### src/rtl/bpred_pkg.sv
package bpred_pkg;
  typedef enum logic [1:0] {
    SRC_NONE   = 2'd0,
    SRC_SHORT  = 2'd1,
    SRC_WIDE   = 2'd2
  } tgt_src_e;
endpackage

### src/rtl/bpred_dir.sv
module bpred_dir #(
  parameter int IDX_W  = 6,
  parameter int HIST_W = 4,
  parameter int GRP    = 4
) (
  input  logic             clk,
  input  logic             rst_n,
  input  logic [IDX_W-1:0] lk_lo,
  output logic             pred_taken,
  input  logic             upd_valid,
  input  logic [IDX_W-1:0] upd_lo,
  input  logic             upd_taken
);
  localparam int N         = 1 << IDX_W;
  localparam int GRP_SH    = $clog2(GRP);
  localparam int GRP_IDX_W = IDX_W - GRP_SH;
  localparam int GRP_N     = 1 << GRP_IDX_W;

  logic [N-1:0]      dir_q;
  logic [GRP_N-1:0]  conf_q;
  logic [HIST_W-1:0] hist_q;

  function automatic logic [IDX_W-1:0] slot_of(input logic [IDX_W-1:0] lo,
                                               input logic [HIST_W-1:0] h);
    return lo ^ {{(IDX_W-HIST_W){1'b0}}, h};
  endfunction

  logic [IDX_W-1:0]     lk_slot, up_slot;
  logic [GRP_IDX_W-1:0] up_grp;
  logic                 up_pred, up_conf, up_miss, up_flip;

  assign lk_slot    = slot_of(lk_lo, hist_q);
  assign up_slot    = slot_of(upd_lo, hist_q);
  assign up_grp     = up_slot[IDX_W-1:GRP_SH];
  assign up_pred    = dir_q[up_slot];
  assign up_conf    = conf_q[up_grp];
  assign up_miss    = upd_valid && (up_pred != upd_taken);
  assign up_flip    = up_miss && !up_conf;
  assign pred_taken = dir_q[lk_slot];

  always_ff @(posedge clk or negedge rst_n) begin
    if (!rst_n) begin
      dir_q  <= '0;
      conf_q <= '0;
      hist_q <= '0;
    end else if (upd_valid) begin
      if (up_flip) dir_q[up_slot] <= ~up_pred;
      conf_q[up_grp] <= !up_miss;
      hist_q         <= {hist_q[HIST_W-2:0], upd_taken};
    end
  end

  assert_conf_set_R3: assert property (@(posedge clk) disable iff (!rst_n)
    (upd_valid && !up_miss) |=> conf_q[$past(up_grp)]);
  assert_conf_clr_R4: assert property (@(posedge clk) disable iff (!rst_n)
    up_miss |=> !conf_q[$past(up_grp)]);
  assert_keep_dir_R4: assert property (@(posedge clk) disable iff (!rst_n)
    (up_miss && up_conf) |=> dir_q[$past(up_slot)] == $past(up_pred));
  assert_flip_dir_R4: assert property (@(posedge clk) disable iff (!rst_n)
    up_flip |=> dir_q[$past(up_slot)] != $past(up_pred));
  assert_hist_new_R5: assert property (@(posedge clk) disable iff (!rst_n)
    upd_valid |=> hist_q[0] == $past(upd_taken));
endmodule

### src/rtl/bpred_btb.sv
module bpred_btb
  import bpred_pkg::*;
#(
  parameter int PC_W   = 16,
  parameter int NIDX_W = 4,
  parameter int WIDX_W = 1,
  parameter int OFF_W  = 6
) (
  input  logic            clk,
  input  logic            rst_n,
  input  logic [PC_W-1:0] lk_pc,
  output tgt_src_e        src,
  output logic [PC_W-1:0] tgt,
  input  logic            upd_valid,
  input  logic [PC_W-1:0] upd_pc,
  input  logic            upd_taken,
  input  logic [PC_W-1:0] upd_target
);
  localparam int NN     = 1 << NIDX_W;
  localparam int WN     = 1 << WIDX_W;
  localparam int NTAG_W = PC_W - NIDX_W;
  localparam int WTAG_W = PC_W - WIDX_W;

  logic [NN-1:0]     n_vld;
  logic [NTAG_W-1:0] n_tag [NN];
  logic [OFF_W-1:0]  n_off [NN];
  logic [WN-1:0]     w_vld;
  logic [WTAG_W-1:0] w_tag [WN];
  logic [PC_W-1:0]   w_tgt [WN];

  function automatic logic [PC_W-1:0] sext(input logic [OFF_W-1:0] off);
    return {{(PC_W-OFF_W){off[OFF_W-1]}}, off};
  endfunction

  function automatic logic fits(input logic [PC_W-1:0] d);
    return (d[PC_W-1:OFF_W-1] == '0) || (d[PC_W-1:OFF_W-1] == '1);
  endfunction

  logic [NIDX_W-1:0] lk_ni, up_ni;
  logic [WIDX_W-1:0] lk_wi, up_wi;
  logic [NTAG_W-1:0] up_ntag;
  logic [WTAG_W-1:0] up_wtag;
  logic              n_hit, w_hit, wr_en, wr_short;
  logic [PC_W-1:0]   up_disp;

  assign lk_ni    = lk_pc[NIDX_W-1:0];
  assign lk_wi    = lk_pc[WIDX_W-1:0];
  assign up_ni    = upd_pc[NIDX_W-1:0];
  assign up_wi    = upd_pc[WIDX_W-1:0];
  assign up_ntag  = upd_pc[PC_W-1:NIDX_W];
  assign up_wtag  = upd_pc[PC_W-1:WIDX_W];
  assign n_hit    = n_vld[lk_ni] && (n_tag[lk_ni] == lk_pc[PC_W-1:NIDX_W]);
  assign w_hit    = w_vld[lk_wi] && (w_tag[lk_wi] == lk_pc[PC_W-1:WIDX_W]);
  assign up_disp  = upd_target - upd_pc;
  assign wr_en    = upd_valid && upd_taken;
  assign wr_short = fits(up_disp);

  always_comb begin
    src = SRC_NONE;
    tgt = '0;
    if (n_hit) begin
      src = SRC_SHORT;
      tgt = lk_pc + sext(n_off[lk_ni]);
    end else if (w_hit) begin
      src = SRC_WIDE;
      tgt = w_tgt[lk_wi];
    end
  end

  always_ff @(posedge clk or negedge rst_n) begin
    if (!rst_n) begin
      n_vld <= '0;
      w_vld <= '0;
      for (int i = 0; i < NN; i++) begin
        n_tag[i] <= '0;
        n_off[i] <= '0;
      end
      for (int i = 0; i < WN; i++) begin
        w_tag[i] <= '0;
        w_tgt[i] <= '0;
      end
    end else if (wr_en) begin
      if (wr_short) begin
        n_vld[up_ni] <= 1'b1;
        n_tag[up_ni] <= up_ntag;
        n_off[up_ni] <= up_disp[OFF_W-1:0];
        if (w_tag[up_wi] == up_wtag) w_vld[up_wi] <= 1'b0;
      end else begin
        w_vld[up_wi] <= 1'b1;
        w_tag[up_wi] <= up_wtag;
        w_tgt[up_wi] <= upd_target;
        if (n_tag[up_ni] == up_ntag) n_vld[up_ni] <= 1'b0;
      end
    end
  end

  assert_single_hit_R8: assert property (@(posedge clk) disable iff (!rst_n)
    $onehot0({n_hit, w_hit}));
  assert_short_evicts_R6: assert property (@(posedge clk) disable iff (!rst_n)
    (wr_en && wr_short) |=> n_vld[$past(up_ni)] &&
      !(w_vld[$past(up_wi)] && w_tag[$past(up_wi)] == $past(up_wtag)));
  assert_wide_evicts_R7: assert property (@(posedge clk) disable iff (!rst_n)
    (wr_en && !wr_short) |=> w_vld[$past(up_wi)] &&
      !(n_vld[$past(up_ni)] && n_tag[$past(up_ni)] == $past(up_ntag)));
  assert_nt_noop_R8: assert property (@(posedge clk) disable iff (!rst_n)
    (upd_valid && !upd_taken) |=> $stable(n_vld) && $stable(w_vld));
endmodule

### src/rtl/bpred_top.sv
module bpred_top
  import bpred_pkg::*;
#(
  parameter int PC_W    = 16,
  parameter int DIR_W   = 6,
  parameter int HIST_W  = 4,
  parameter int GRP     = 4,
  parameter int NIDX_W  = 4,
  parameter int WIDX_W  = 1,
  parameter int OFF_W   = 6
) (
  input  logic            clk,
  input  logic            rst_n,
  input  logic [PC_W-1:0] lk_pc,
  output logic            pred_taken,
  output logic            pred_tgt_vld,
  output logic [PC_W-1:0] pred_tgt,
  input  logic            upd_valid,
  input  logic [PC_W-1:0] upd_pc,
  input  logic            upd_taken,
  input  logic [PC_W-1:0] upd_target
);
  tgt_src_e tsrc;

  bpred_dir #(.IDX_W(DIR_W), .HIST_W(HIST_W), .GRP(GRP)) u_dir (
    .clk(clk), .rst_n(rst_n),
    .lk_lo(lk_pc[DIR_W-1:0]), .pred_taken(pred_taken),
    .upd_valid(upd_valid), .upd_lo(upd_pc[DIR_W-1:0]), .upd_taken(upd_taken)
  );

  bpred_btb #(.PC_W(PC_W), .NIDX_W(NIDX_W), .WIDX_W(WIDX_W), .OFF_W(OFF_W)) u_btb (
    .clk(clk), .rst_n(rst_n),
    .lk_pc(lk_pc), .src(tsrc), .tgt(pred_tgt),
    .upd_valid(upd_valid), .upd_pc(upd_pc), .upd_taken(upd_taken),
    .upd_target(upd_target)
  );

  assign pred_tgt_vld = (tsrc != SRC_NONE);

  assert_no_tgt_R9: assert property (@(posedge clk) disable iff (!rst_n)
    !pred_tgt_vld |-> pred_tgt == '0);
endmodule

### config.mk
export PLATFORM = sky130hd
export DESIGN_NAME = bpred_top
export DESIGN_NICKNAME = d
export VERILOG_FILES = /design/src/rtl/bpred_pkg.sv /design/src/rtl/bpred_dir.sv /design/src/rtl/bpred_btb.sv /design/src/rtl/bpred_top.sv
export SDC_FILE = /design/constraint.sdc
export NUM_CORES = 1
export LEC_CHECK = 0
export BUFFER_PORTS_ARGS = -buffer_cell sky130_fd_sc_hd__buf_2
export CAP_MARGIN = 20
export CORE_UTILIZATION = 57
export DETAILED_ROUTE_END_ITERATION = 16
export PLACE_DENSITY = 0.76
export REMOVE_ABC_BUFFERS = 1
export SYNTH_ARGS = -nofsm -noshare
export SYNTH_HDL_FRONTEND = slang
export SYNTH_HIERARCHICAL = 1
export SYNTH_SLANG_ARGS = --single-unit
### constraint.sdc
create_clock -name clk -period 7 [get_ports clk]
set_clock_uncertainty 0.15 [all_clocks]
set_input_delay 1.05 -clock clk [delete_from_list [all_inputs] [get_ports clk]]
set_output_delay 1.05 -clock clk [all_outputs]
set_load 0.03 [all_outputs]
After elaboration in Yosys (flattened, before gate mapping)
Index checks and enable logic that the tools add are counted.
{"block": "word_totals", "reg_bits": 452, "in_bits": 52, "output_inout_bits": 18, "elab_cells": 161}
{"block": "op_classes", "addsub": 2, "order_cmp": 17, "n_eq_ne": 7, "n_mux": 58, "bitwise_logic": 14, "n_reduce_logical": 22}
{"cell": "bitwise mux 192 bit", "n": 1}
{"cell": "2-to-1 mux 16 bit", "n": 8}
{"cell": "2-to-1 mux 15 bit", "n": 7}
{"cell": "binary-select mux 12 bit (select 4 bit)", "n": 2}
{"cell": "bitwise mux 96 bit", "n": 1}
{"cell": "bitwise mux 64 bit", "n": 1}
{"cell": "2-to-1 mux 12 bit", "n": 5}
{"cell": "demux 12 bit (select 4 bit)", "n": 1}
{"cell": "bitwise mux 32 bit", "n": 1}
{"cell": "bitwise mux 30 bit", "n": 1}
{"cell": "== test 15 bit", "n": 2}
{"cell": "binary-select mux 6 bit (select 4 bit)", "n": 1}
{"cell": "demux 6 bit (select 4 bit)", "n": 1}
{"cell": "== test 12 bit", "n": 2}
{"cell": "2-to-1 mux 6 bit", "n": 3}
{"cell": "adder 16 bit", "n": 1}
{"cell": "bitwise AND 16 bit", "n": 1}
{"cell": "bitwise mux 16 bit", "n": 1}
{"cell": "demux 16 bit (select 1 bit)", "n": 1}
{"cell": "inverter 16 bit", "n": 1}
{"cell": "OR 16 bit", "n": 1}
{"cell": "subtractor 16 bit", "n": 1}
{"cell": "demux 15 bit (select 1 bit)", "n": 1}
{"cell": "less-than comparator 4 x 5 -> 1 bit, second input constant", "n": 3}
{"cell": "32 further kinds", "n": 72}

Logic depth before layout (Yosys ltp)
Gate-level depths: netlist (run 1).
{"block": "depth", "ltp_word": 9, "mapped_depth": 20, "mapped_depth_nobuf": 14}

Modules after synthesis
Netlist (run 1), hierarchy kept.
{"mod": "bpred_btb", "n_inst": 1, "cells_each": 1530, "area_per_inst_um2": 20926.3}
{"mod": "bpred_dir", "n_inst": 1, "cells_each": 469, "area_per_inst_um2": 5232.5}
{"mod": "bpred_top", "n_inst": 1, "cells_each": 1, "area_per_inst_um2": 6.3}

Worst setup path after synthesis (run 1)
OpenSTA, ideal clock, no wires.
{"block": "synth_path", "path_kind": "in2out", "start": "input lk_pc[0]", "end": "output pred_tgt[14]", "t_arrival_ns": 5.849, "required_ns": 5.800, "setup_slack_ns": -0.049, "cell_stages": 19, "n_path_buf": 7, "cell_sequence": "buf_2 -> buf_2 -> buf_4 -> buf_2 -> buf_2 -> buf_2 -> buf_2 -> mux4_2 -> mux4_2 -> ha_1 -> nor2b_1 -> o21ai_0 -> nand2_1 -> a21o_1 -> a31oi_1 -> o2111a_1 -> nor2_1 -> o311ai_0 -> mux2_2"}
{"block": "synth_between", "elab_chain_cells": 8, "elab_cells_between_ends": 25}
{"element": "start, declared", "line": "bpred_top.sv:14", "source": "input logic [PC_W-1:0] lk_pc,"}
{"element": "parallel branches: the longest is 7 deep, another holds adder 16 bit"}
{"element": "2-to-1 mux 16 bit (*)", "line": "bpred_btb.sv:61", "source": "if (n_hit) begin"}
{"element": "end, declared", "line": "bpred_top.sv:17", "source": "output logic [PC_W-1:0] pred_tgt,"}
Mark *: on every way between the ends. The select of a mux whose other input is x is not followed.

Worst setup path after layout (run 1)
Ends and elaborated chain as after synthesis.

==> reports/results.ini, run 1 <==
[run_status]
status=finished, final reports clean

[global_routing]
grt-ovfl-total=0
grt_pass1_wl_um=113000
grt_start_max_net_pins=143
grt_usage=0.317
grt_pass1_vias=18500
antenna_found_initial=4

[cells_and_area]
fin_area_um2=28700
fillers=3321
layout.nets=2113
area_growth_syn_to_layout_pct=9.65
drive_gt1_frac=0.373
multiInputGateArea_um2=13800
seq_area_um2=11300

[placed_design]
dp_slack_ps=596
dpl_cell_area_um2=27100
io_buffers=69
globalplace.congestion=0.955
dp_hpwl_um=47600

[clock_network]
worstSkewPairLatency_ps=620
clock_path_buffers=3
cts-root-buf=clkbuf_16
post-cts-setup-buffers=0
cts_max_level=2
cts_sinks=452
cts_inserted_buffers=49
cts_hold_buf=0
cts_tree=yes
cts_resized=0
clk_pin_slew_ps=60

[detailed_routing]
drc=0
drt_iter0_drc=2038
via_per_inst=6.87
drtAntennaViolNets=0
vias=18300
routedWlPerCell_um=27.4
routed_wl_um=73000
drt_first_pass_iters=5

[timing]
setup_tns_ps=0
setup_slack_ps=580
min_period_ps=6420
setup_viol=0
finalMaxSlewViolations=0
tightest_slew_ps=1080
fmaxAchievable_mhz=156
min_period_over_period=0.917
relSlewSlack=0.273
rsz0062_at_grt=no
hold_violations=0

[yosys]
ys_seq_area_frac=0.432
synthCells=2000
yosysTopAreaCell=dfrtp_1
synthTopCellsByCount=dfrtp_1, mux2_2, mux4_2
synth_top_area_frac=0.432
synth_async_sr_flop_share=1.00
synth.avg_cell_area_um2=13.1
ys.flop_type=dfrtp_1
synth_warnings=6
synth_most_common_cell=dfrtp_1
ys_top_cells_by_area=dfrtp_1, mux4_2, mux2_2, mux2i_1, o31ai_1
ys_types=77
ys_ff_latch=452
synth-edff-count=0
netlist_area_um2=26200

[floorplanning]
die_w_um=216
die_area_um2=46800
die_y_um=216
coreArea_um2=45300
io_pins=70
rows=78
start_util=0.578

[setup_path]
cp_max_fo=33
r2r-start=u_dir/hist_q[0]
worstSetupPathType=primary input to output pin
worst_ep_arrival_time_ps=5220
r2r_slack_ps=3370
end_kind=output pin
rr_worst_depth=9
required_ps=5800
r2r-end=u_dir/dir_q[6]
startpoint_type=primary input

[power_and_ir_drop]
fin_total_pwr_uw=6910
vdd_drop_max_mv=0.191
leakage_uw=0.0132
power.density_nw_per_um2=241

[min_path]
min_from=u_dir/conf_q[5]
min_path_cells=2
hold_end=u_dir/conf_q[5]
hp-class=flop to flop

[flow_run]
cap_violations=0

==> where the power goes <==
group / switching, uW / internal (uW) / total (uW)
sequential: 162 / 2830 / 2990
clock: 1100 / 1460 / 2570
combinational: 798 / 544 / 1340
total: 2060 / 4840 / 6910
==> per-layer routing <==
layer	vias to the layer above	part of all wire	global-route usage
li1	7665	-	-
met1	9590	0.42	0.455
met2	885	0.45	0.475
met3	182	0.091	0.0684
met4	6	0.038	0.122
met5	-	0.00041	0
==> worst max-delay path: stages <==
cell      delay (ps)
buf_6            340
buf_4            320
mux4_2           530
mux4_2           550
ha_1             350
o21ai_0          100
nand2_1          120
a21o_1           210
a31oi_1          320
o2111a_1         280
nor2_1            70
o311ai_0         480
mux2_2           250
buf_2            190
==> per-stage QoR <==
step           instances   util  hold slack (ps)
2_1_floorplan       1845      -              298
3_3_place_gp        2576  0.598              310
3_5_place_dp        2577  0.598              316
4_1_cts             2664  0.633              328
5_1_grt             2666  0.634              361
6_report            2666  0.634              328
==> area by class of cell <==
class / count / area share
multi-input cells: 1325 / 0.483
clock buffers: 76 / 0.0505
diodes: 1 / 0.0000872
repair buffers: 133 / 0.0329
inverters: 68 / 0.00890
well taps: 600 / 0.0262
clock inverters: 11 / 0.00467
flip-flops and latches: 452 / 0.394
==> cells in the final DEF (no fill, tap or decap), types with 10 or more instances in the layout <==
cell       netlist  layout
a21oi_1         15      15
buf_2           42      66
buf_4           12      57
clkbuf_1        72      15
clkbuf_16        0      49
clkbuf_8         0      12
dfrtp_1        452     452
ha_1            30      30
inv_1           65      65
mux2_2         321     321
mux2_4          21      21
mux2i_1        107     107
mux4_2         167     167
nand2_1         86      86
nand2b_1        14      14
nand3_1         31      31
nand4_1         27      27
nor2_1          57      57
nor3_1          33      33
nor4_1          12      10
o21ai_0         40      40
o31ai_1        112     112
o31ai_2         19      19
or3_1           10      10
xnor2_1         68      67
xor2_1          26      25
==> state kept, by name (all words and copies together) (netlist names), named ones only <==
name,count
u_btb/n_off,96
u_btb/n_tag,192
u_btb/w_tag,30
u_btb/w_tgt,32
u_dir/conf_q,16
u_dir/dir_q,64
u_dir/hist_q,4
==> worst max path at each step <==
| stage | from | endpoint | slack (ps) |
|---|---|---|---|
| 6_report | lk_pc[0] | pred_tgt[14] | 580 |
| 5_1_grt | lk_pc[0] | pred_tgt[14] | 390 |
| 3_3_place_gp | lk_pc[0] | pred_tgt[14] | 680 |
| 3_5_place_dp | lk_pc[0] | pred_tgt[14] | 600 |
| 4_1_cts | lk_pc[0] | pred_tgt[14] | 560 |
| 2_1_floorplan | upd_pc[3] | u_btb/w_tag[15] | 1070 |
==> kinds of logic after synthesis <==
kind of cell,count (synthesis),synth area share
and+or+nand+nor,297,0.0559
xor gates and xnor gates,98,0.0340
adders and majority gates,32,0.0159
DFF,452,0.432
muxes,619,0.338
buffers and inverters,223,0.0402
AOI/OAI and AO/OA,279,0.0839
(Power assumes the default switching activity.)
==> run 2, diff against run 1 <==
Settings changed: CELL_PAD_IN_SITES_DETAIL_PLACEMENT from default to 0, CELL_PAD_IN_SITES_GLOBAL_PLACEMENT from default to 1, CORE_UTILIZATION 57 to 48.
==> run 2 against run 1 <==
  * Die area rose by 19%
  * Global-route usage down 4.2 points
  * Combinational power about the same
  * Maximum frequency up 0.76%
  * Worst hold slack worse by 59 ps
  * Sequential power about the same
  * Register-to-register slack got worse by 100 ps
  * Worst setup slack better by 49 ps
  * Largest cell class unchanged
==> reports/results.ini, run 2 (synthesized netlist as in run 1, its figures left out) <==
[clock_network]
cts_inserted_buffers=51  ; +4.1%
cts_tree=yes
clock_path_buffers=3  ; unchanged
cts-root-buf=clkbuf_16
cts_hold_buf=0  ; unchanged
post-cts-setup-buffers=0  ; unchanged
cts_resized=0  ; unchanged
worstSkewPairLatency_ps=610  ; about the same
clk_pin_slew_ps=60  ; about the same
cts_sinks=452  ; unchanged
cts_max_level=2  ; unchanged

[timing]
setup_tns_ps=0  ; unchanged
min_period_ps=6370  ; -48.6 ps
hold_slack_ps=269  ; -59.2 ps
min_period_over_period=0.910  ; -0.00694
rsz0062_at_grt=no
tightest_slew_ps=1080  ; -1.93 ps
hold_violations=0  ; unchanged
fmaxAchievable_mhz=157  ; +0.76%
finalMaxSlewViolations=0  ; unchanged
relSlewSlack=0.280  ; +0.00647
setup_viol=0  ; unchanged

[flow_run]
cap_violations=0  ; unchanged

[setup_path]
worstSetupPathType=primary input to output pin
r2r_slack_ps=3270  ; -100 ps
end_kind=output pin
timing.critical_path.to=pred_tgt[15]
r2r-start=u_dir/hist_q[2]
cp_max_fo=25  ; -24%
cpMaxStageDelayCell=mux4_2
rr_worst_depth=9  ; unchanged
required_ps=5800  ; about the same
path_cells=buf_2 -> buf_4 -> mux4_2 -> mux4_2 -> ha_1 -> or3_1 -> a211oi_1 -> o31ai_1 -> o21ai_0 -> nand2b_1 -> a21oi_1 -> xnor2_1 -> mux2_2 -> buf_2
timing.critical_path.from=lk_pc[1]
worst_ep_arrival_time_ps=5170  ; -50 ps
r2r-end=u_dir/dir_q[22]
startpoint_type=primary input
critPathMaxStageDelay_ps=680  ; +130 ps

[placed_design]
globalplace.congestion=0.876  ; -8.3%
dp_hpwl_um=48300  ; +1.4%
io_buffers=69  ; unchanged
dpl_cell_area_um2=27100  ; +0.12%

[power_and_ir_drop]
power.density_nw_per_um2=244  ; +1.5%
vdd_drop_max_mv=0.180  ; -5.5%
leakage_uw=0.0132  ; +0.12%
fin_total_pwr_uw=7040  ; +2.0%

[cells_and_area]
post-route-util=0.536  ; -0.0979
drive_gt1_frac=0.375  ; +0.00212
reg_top3=u_btb/n_tag (192), u_btb/n_off (96), u_dir/dir_q (64)
final_common_cell=dfrtp_1
regMostFlops=u_btb/n_tag
area_growth_syn_to_layout_pct=10.2
largest_register_ffs=192  ; unchanged
layout_common_cells=dfrtp_1, mux2_2, mux4_2, o31ai_1, mux2i_1
layout.nets=2111  ; -0.095%
fin_area_um2=28800  ; +0.47%

[global_routing]
grt_pass1_vias=18300  ; -1.2%
antenna_found_initial=4  ; unchanged
grt-ovfl-total=0  ; unchanged
grt_start_max_net_pins=180  ; +26%
grt_usage=0.275  ; -0.0425
grt_pass1_wl_um=115000  ; +2.1%

[floorplanning]
rows=85  ; +9.0%
io_pins=70  ; unchanged
coreArea_um2=53800  ; +19%
die_y_um=235  ; +8.9%
die_area_um2=55400  ; +19%
start_util=0.486  ; -0.0916
die_w_um=235  ; +8.9%

[detailed_routing]
routedWlPerCell_um=27.2  ; -0.79%
routed_wl_um=75000  ; +2.7%
drtAntennaViolNets=0  ; unchanged
drt_first_pass_iters=5  ; unchanged
via_per_inst=6.46  ; -6.0%
drc=0  ; unchanged
vias=17800  ; -2.6%
drt_iter0_drc=1781  ; -13%

[run_status]
status=finished, final reports clean

[min_path]
hp-class=primary input to async pin

## run 2: layout make-up
type                    count  area, um2
clock buffers              71       1450
flip-flops and latches    452      11300
fillers                  4433      25000
clock inverters            19        235
well taps                 696        871
inverters                  68        255
diodes                      1       2.50
repair buffers            129        852
multi-input cells        1325      13800
## run 2: worst max-delay path, delay by kind of cell
family | cells | cell delay [ps]
multiplexers | 3 | 1290
buffers and inverters | 3 | 1120
AO/OA/AOI/OAI | 4 | 800
AND/OR/NAND/NOR | 2 | 470
adder cells (fa/ha/maj) | 1 | 320
XOR/XNOR | 1 | 90
## run 2: worst min path at each step
| stage | slack, ps | to | startpoint |
|---|---|---|---|
| after global placement | 310 | u_dir/conf_q[2] | u_dir/conf_q[2] |
| after CTS | 330 | u_dir/conf_q[3] | u_dir/conf_q[3] |
| after global routing | 350 | u_btb/w_tgt[21] | rst_n |
| after floorplan | 300 | u_dir/conf_q[2] | u_dir/conf_q[2] |
| final | 270 | u_btb/w_tgt[21] | rst_n |
| after detailed placement | 320 | u_dir/conf_q[3] | u_dir/conf_q[3] |
## run 2: per-stage QoR
stage / cells / worst slack (ps)
detailed placement: 2668 / 691
global placement: 2668 / 717
CTS: 2758 / 689
finish: 2761 / 629
global route: 2761 / 398
floorplan: 1845 / 1070
## run 2: power by group
part	switching, uW	internal [uW]
Sequential	154	2830
Clock	1120	1600
Combinational	799	539
Total	2070	4970
## run 2: metal layers
metal  GRT usage  vias to the layer above  wire [um]
met1       0.390                     9385      32600
met5           0                        -         13
met2       0.418                      676      34200
met4      0.0796                        2       1990
li1            -                     7658          -
met3      0.0689                      123       6150
